$ cat src/rtl/pwr_seq_pkg.sv
package pwr_seq_pkg;

  typedef enum logic [1:0] {
    PS_OFF  = 2'd0,
    PS_RAMP = 2'd1,
    PS_HOLD = 2'd2,
    PS_ON   = 2'd3
  } pwr_state_e;

  function automatic int max3(input int a, input int b, input int c);
    int m;
    m = (a > b) ? a : b;
    m = (m > c) ? m : c;
    return m;
  endfunction

endpackage

$ cat src/rtl/psc_tick_timer.sv
module psc_tick_timer #(
  parameter int CW = 6
) (
  input  logic          clk,
  input  logic          rst,
  input  logic          clear,
  input  logic          tick,
  output logic [CW-1:0] cnt
);

  localparam logic [CW-1:0] CNT_MAX = {CW{1'b1}};

  always_ff @(posedge clk) begin
    if (rst || clear) begin
      cnt <= '0;
    end else if (tick && cnt != CNT_MAX) begin
      cnt <= cnt + 1'b1;
    end
  end

endmodule

$ cat src/rtl/psc_master_off.sv
module psc_master_off (
  input  logic clk,
  input  logic rst,
  input  logic wr_en,
  input  logic wr_data,
  input  logic clear,
  output logic mstr_off
);

  always_ff @(posedge clk) begin
    if (rst || clear) begin
      mstr_off <= 1'b0;
    end else if (wr_en && wr_data) begin
      mstr_off <= 1'b1;
    end
  end

  // self-clear once the off state is reached
  a_r10_self_clear: assert property (@(posedge clk) disable iff (rst)
    clear |=> !mstr_off);

endmodule

$ cat src/rtl/psc_fsm.sv
module psc_fsm
  import pwr_seq_pkg::*;
#(
  parameter int CW     = 6,
  parameter int RST_MS = 40
) (
  input  logic          clk,
  input  logic          rst,
  input  logic          button_n,
  input  logic          core_pgood,
  input  logic          proc_hold,
  input  logic          mstr_off,
  input  logic [CW-1:0] cnt,
  output pwr_state_e    state
);

  localparam logic [CW-1:0] RST_C = CW'(RST_MS);

  pwr_state_e state_nxt;
  logic       keep_alive;

  assign keep_alive = !button_n || proc_hold;

  always_comb begin
    state_nxt = state;
    unique case (state)
      PS_OFF: begin
        if (!button_n) state_nxt = PS_RAMP;
      end
      PS_RAMP: begin
        if (mstr_off || !keep_alive) state_nxt = PS_OFF;
        else if (core_pgood)         state_nxt = PS_HOLD;
      end
      PS_HOLD: begin
        if (mstr_off || !keep_alive || !core_pgood) state_nxt = PS_OFF;
        else if (cnt >= RST_C)                      state_nxt = PS_ON;
      end
      PS_ON: begin
        if (mstr_off || !keep_alive) state_nxt = PS_OFF;
      end
      default: state_nxt = PS_OFF;
    endcase
  end

  always_ff @(posedge clk) begin
    if (rst) state <= PS_OFF;
    else     state <= state_nxt;
  end

  // a pending master-off ends the on state
  a_r8_mstr_off_ends_on: assert property (@(posedge clk) disable iff (rst)
    (state == PS_ON && mstr_off) |=> state == PS_OFF);

  // losing power-good during the reset window returns to off
  a_r9_pgood_drop: assert property (@(posedge clk) disable iff (rst)
    (state == PS_HOLD && !core_pgood) |=> state == PS_OFF);

  // without button or hold the block cannot stay up
  a_r5_keep_alive: assert property (@(posedge clk) disable iff (rst)
    (state != PS_OFF && button_n && !proc_hold) |=> state == PS_OFF);

  // power-up leaves off only through the ramp state
  a_r1_start_ramp: assert property (@(posedge clk) disable iff (rst)
    (state == PS_OFF) |=> (state == PS_OFF || state == PS_RAMP));

endmodule

$ cat src/rtl/pwr_seq_ctrl.sv
module pwr_seq_ctrl
  import pwr_seq_pkg::*;
#(
  parameter int D1_MS  = 2,
  parameter int D2_MS  = 4,
  parameter int RST_MS = 40,
  parameter int N_AUX  = 4
) (
  input  logic             clk,
  input  logic             rst,
  input  logic             ms_tick,
  input  logic             button_n,
  input  logic             core_pgood,
  input  logic             proc_hold,
  input  logic             aux_enable,
  input  logic             mstr_off_we,
  input  logic             mstr_off_wdata,
  output logic [N_AUX+2:0] rail_en,
  output logic             cpu_rst_n,
  output logic             btn_irq_n
);

  localparam int MAX_MS = max3(D1_MS, D2_MS, RST_MS);
  localparam int CW     = (MAX_MS < 1) ? 1 : $clog2(MAX_MS + 1);
  localparam logic [CW-1:0] D1_C = CW'(D1_MS);
  localparam logic [CW-1:0] D2_C = CW'(D2_MS);
  localparam int NR = N_AUX + 3;

  pwr_state_e    state;
  logic [CW-1:0] cnt;
  logic          mstr_off;
  logic [NR-1:0] rail_nxt;

  psc_tick_timer #(.CW(CW)) u_timer (
    .clk   (clk),
    .rst   (rst),
    .clear (state != PS_HOLD),
    .tick  (ms_tick),
    .cnt   (cnt)
  );

  psc_master_off u_moff (
    .clk      (clk),
    .rst      (rst),
    .wr_en    (mstr_off_we),
    .wr_data  (mstr_off_wdata),
    .clear    (state == PS_OFF),
    .mstr_off (mstr_off)
  );

  psc_fsm #(.CW(CW), .RST_MS(RST_MS)) u_fsm (
    .clk        (clk),
    .rst        (rst),
    .button_n   (button_n),
    .core_pgood (core_pgood),
    .proc_hold  (proc_hold),
    .mstr_off   (mstr_off),
    .cnt        (cnt),
    .state      (state)
  );

  always_comb begin
    rail_nxt    = '0;
    rail_nxt[2] = (state != PS_OFF);
    rail_nxt[0] = (state == PS_ON) || (state == PS_HOLD && cnt >= D1_C);
    rail_nxt[1] = (state == PS_ON) || (state == PS_HOLD && cnt >= D2_C);
  end

  generate
    for (genvar g = 0; g < N_AUX; g++) begin : g_aux
      always_ff @(posedge clk) begin
        if (rst) rail_en[3+g] <= 1'b0;
        else     rail_en[3+g] <= (state == PS_ON) && aux_enable;
      end
    end
  endgenerate

  always_ff @(posedge clk) begin
    if (rst) begin
      rail_en[2:0] <= '0;
      cpu_rst_n    <= 1'b0;
      btn_irq_n    <= 1'b1;
    end else begin
      rail_en[2:0] <= rail_nxt[2:0];
      cpu_rst_n    <= (state == PS_ON);
      btn_irq_n    <= !((state == PS_ON) && !button_n);
    end
  end

  // staged rails never come up without the core rail
  a_r3_core_first: assert property (@(posedge clk) disable iff (rst)
    (rail_en[0] || rail_en[1]) |-> rail_en[2]);

  // reset release implies all main rails are up
  a_r4_rst_with_rails: assert property (@(posedge clk) disable iff (rst)
    cpu_rst_n |-> (rail_en[2:0] == 3'b111));

  // auxiliary rails only once power-up has completed
  a_r6_aux_after_boot: assert property (@(posedge clk) disable iff (rst)
    (|rail_en[NR-1:3]) |-> cpu_rst_n);

  // interrupt only while the system is on
  a_r7_irq_when_on: assert property (@(posedge clk) disable iff (rst)
    !btn_irq_n |-> rail_en[2]);

endmodule

$ cat config.mk
export PLATFORM = sky130hd
export DESIGN_NAME = pwr_seq_ctrl
export DESIGN_NICKNAME = d
export VERILOG_FILES = /design/src/rtl/pwr_seq_pkg.sv /design/src/rtl/psc_tick_timer.sv /design/src/rtl/psc_master_off.sv /design/src/rtl/psc_fsm.sv /design/src/rtl/pwr_seq_ctrl.sv
export SDC_FILE = /design/constraint.sdc
export NUM_CORES = 1
export LEC_CHECK = 0
export ABC_AREA = 1
export CORE_MARGIN = 2
export CORE_UTILIZATION = 42
export CTS_CLUSTER_DIAMETER = 200
export DETAILED_ROUTE_END_ITERATION = 10
export GPL_TIMING_DRIVEN = 0
export PLACE_DENSITY = 0.82
export REMOVE_ABC_BUFFERS = 1
export SETUP_SLACK_MARGIN = 0.3
export SYNTH_ARGS = -nofsm -noshare
export SYNTH_HDL_FRONTEND = slang
export SYNTH_SLANG_ARGS = --single-unit
$ cat constraint.sdc
create_clock -name clk -period 1.2 [get_ports clk]
set_input_delay 0.24 -clock clk [delete_from_list [all_inputs] [get_ports clk]]
set_output_delay 0.24 -clock clk [all_outputs]
set_load 0.005 [all_outputs]
==> results.cfg <==
[synth]
synth_edf_count = 0
synth_ff_type = dfxtp_1
yosysUniqueCellTypes = 20
synth.top_cell.area_share = 0.398
async_flop_share = 0
syn_area_um2 = 754
avgSynthCellArea_um2 = 7.19
synth_cells = 105
ys_top_cells_by_count = nand2_1, inv_1, dfxtp_1, nor2_1
yosysMostFrequentCell = nand2_1
ys_warn_count = 0
ys_seq_elements = 15
ys_seq_area_frac = 0.398
yosys.area.top_type = dfxtp_1
synthTopCellsByArea = dfxtp_1, nand2_1, inv_1

[die]
fp.dieW_um = 46.4
num_rows = 15
dieArea_um2 = 2150
die_h_um = 46.4
coreArea_um2 = 1710
start_util = 0.442
ioPinCount = 18

[grt]
grt_pass1_vias = 746
grt-ovfl-total = 0
grtUsageTotal = 0.210
antenna_found_initial = 0
grt_max_degree = 10
grt_pass1_wl_mm = 3.11

[timing]
slew_headroom = 0.791
fin_ws_ns = -0.00715
setup-violations-final = 2
rsz0062_at_grt = true
fin_hold_ws_ns = 0.383
fmax_ghz = 0.828
finalCriticalPeriod_ns = 1.21
worst_pin_slew_ns = 0.312
totalNegativeSetupSlack_ns = -0.0103
finalCritPeriodShare = 1.01
drv_slew = 0
finalClockSkew_ns = 0.00978
hold_viol_final = 0

[setup_path]
path_max_fanout = 7
worstPathCellList = ha_4 > nand3_4 > o21ai_4 > inv_4 > nand3_2 > nand2_2 > a21oi_2
cpMaxStageDelayCell = dfxtp_2
worst_ep_required_time_ns = 1.42
startpoint_type = flip-flop
cp_slowest_stage_delay_ns = 0.36
arrival_ns = 1.43
cp-end-kind = flip-flop
worstSetupPathType = reg -> reg

[pwr]
power.switching_mw = 0.554
vdd_ir_drop_max_mv = 0.615
power.density_nw_per_um2 = 1340
power_frac_clock = 0.188
p_comb_frac = 0.366
power.leakage_nw = 0.510
seq_power_share = 0.446
sw_frac_of_total = 0.362
intPower_mw = 0.978

[clock_tree]
cts-root-buf = clkbuf_4
htreeDepth = 1
numCtsBuffers = 3
clk_pin_slew_ns = 0.10
cts_hold_buf = 0
cts_buffer_depth = 2
worstSkewPairLatency_ns = 0.29
cts_tree = done
clkSinkCount = 15

[worst_hold_path]
hp-class = in -> reg

[detailed_routing]
drc_errors = 0
dr.first_iter.drc_count = 20
vias = 782
antenna_left = 0
totalWireLength_mm = 1.90
vias_per_cell = 4.89
wire_per_inst_um = 11.9
first_pass_iters = 4

[layout]
stdcell_area_um2 = 1140
multi_input_area_um2 = 467
final_layout_size_suffix_gt1_frac = 0.467
diodes = 0
regArea_um2 = 315
fillers = 140
nNetsFinal = 148
final_util = 0.670
area_growth_pct = 51.7

[run_status]
outcome = finished with violations
violations = setup timing

[placed_design]
routabilityCongestion = 0.895
hpwl_mm = 1.18
placed_cell_area_um2 = 933
numPortBuffers = 17

[flow_run]
cap_violations = 0
## routing by layer
layer	GRT usage	vias to the layer above	share of wire
met1	0.217	349	0.36
met4	0.120	0	0.032
met5	0	-	0
met3	0.0353	8	0.067
met2	0.389	33	0.54
li1	-	392	-
## what timing repair did
action	in CTS	in global routing
resized for setup	86	6
gates cloned	0	0
endpoints found under the setup margin	20	20
pin swaps	11	7
setup buffers	10	2
## layout make-up
cell class,count,share of cell area
timing repair buffer,29,0.203
multi-input combinational,70,0.408
clock buffer,3,0.0197
sequential,15,0.275
clock inverter,1,0.00437
tap,25,0.0273
inverter,17,0.0623
## state kept, by name (all words and copies together) (netlist names)
| register | count |
|---|---|
| btn_irq_n | 1 |
| cpu_rst_n | 1 |
| rail_en | 4 |
| u_fsm.state | 2 |
| u_moff.mstr_off | 1 |
| u_timer.cnt | 6 |
## per-stage QoR
stage          total power [mW]  worst slack, ns  std cells
6_report                   1.53         -0.00715        160
5_1_grt                    1.64           -0.112        160
4_1_cts                    1.47          -0.0415        158
3_5_place_dp              0.977           -0.304        144
3_3_place_gp              0.954           -0.276        144
2_1_floorplan             0.833          -0.0131        102
## cells in the final DEF (no fill, tap or decap), drive strengths merged
master,instances
nand3b,1
nand2,26
ha,3
o31ai,1
inv,17
clkdlybuf4s50,4
clkbuf,3
nand4,2
dfxtp,15
nand3,8
buf,21
nor3,1
clkinv,1
or2,1
o21ai,8
dlygate4sd2,4
a21oi,7
nor2,11
xnor2,1
## power by group through the flow
stage | clock [mW] | sequential [mW] | combinational, mW
3_5_place_dp | 0 | 0.626 | 0.351
6_report | 0.289 | 0.683 | 0.560
2_1_floorplan | 0 | 0.616 | 0.216
3_3_place_gp | 0 | 0.622 | 0.332
5_1_grt | 0.324 | 0.693 | 0.619
4_1_cts | 0.295 | 0.677 | 0.494
## critical path, delay by kind of cell, from the launching register on
family / cells / cell delay [ns]
AOI/OAI and AO/OA: 2 / 0.33
adders and majority gates: 1 / 0.15
DFF: 1 / 0.36
buffers and inverters: 1 / 0.08
and+or+nand+nor: 3 / 0.21
## logic make-up (layout without fill, tap and decap cells)
| kind of cell | count (synthesis) | in the layout | synth area share |
|---|---|---|---|
| compound gates | 16 | 16 | 0.134 |
| simple gates | 50 | 50 | 0.289 |
| flops | 15 | 15 | 0.398 |
| fa+ha+maj | 3 | 3 | 0.0498 |
| buf+inv | 20 | 50 | 0.118 |
| xor+xnor | 1 | 1 | 0.0116 |
## final timing paths
path,start,to,slack (ns),cells after the start
max,u_timer.cnt[0],u_timer.cnt[3],-0.007,7
min,rst,cpu_rst_n,0.38,2
max reg2reg,u_timer.cnt[0],u_timer.cnt[3],-0.007,7
min reg2reg,u_timer.cnt[3],u_timer.cnt[3],0.52,2
No activity file was read; power rests on OpenSTA's default activity.
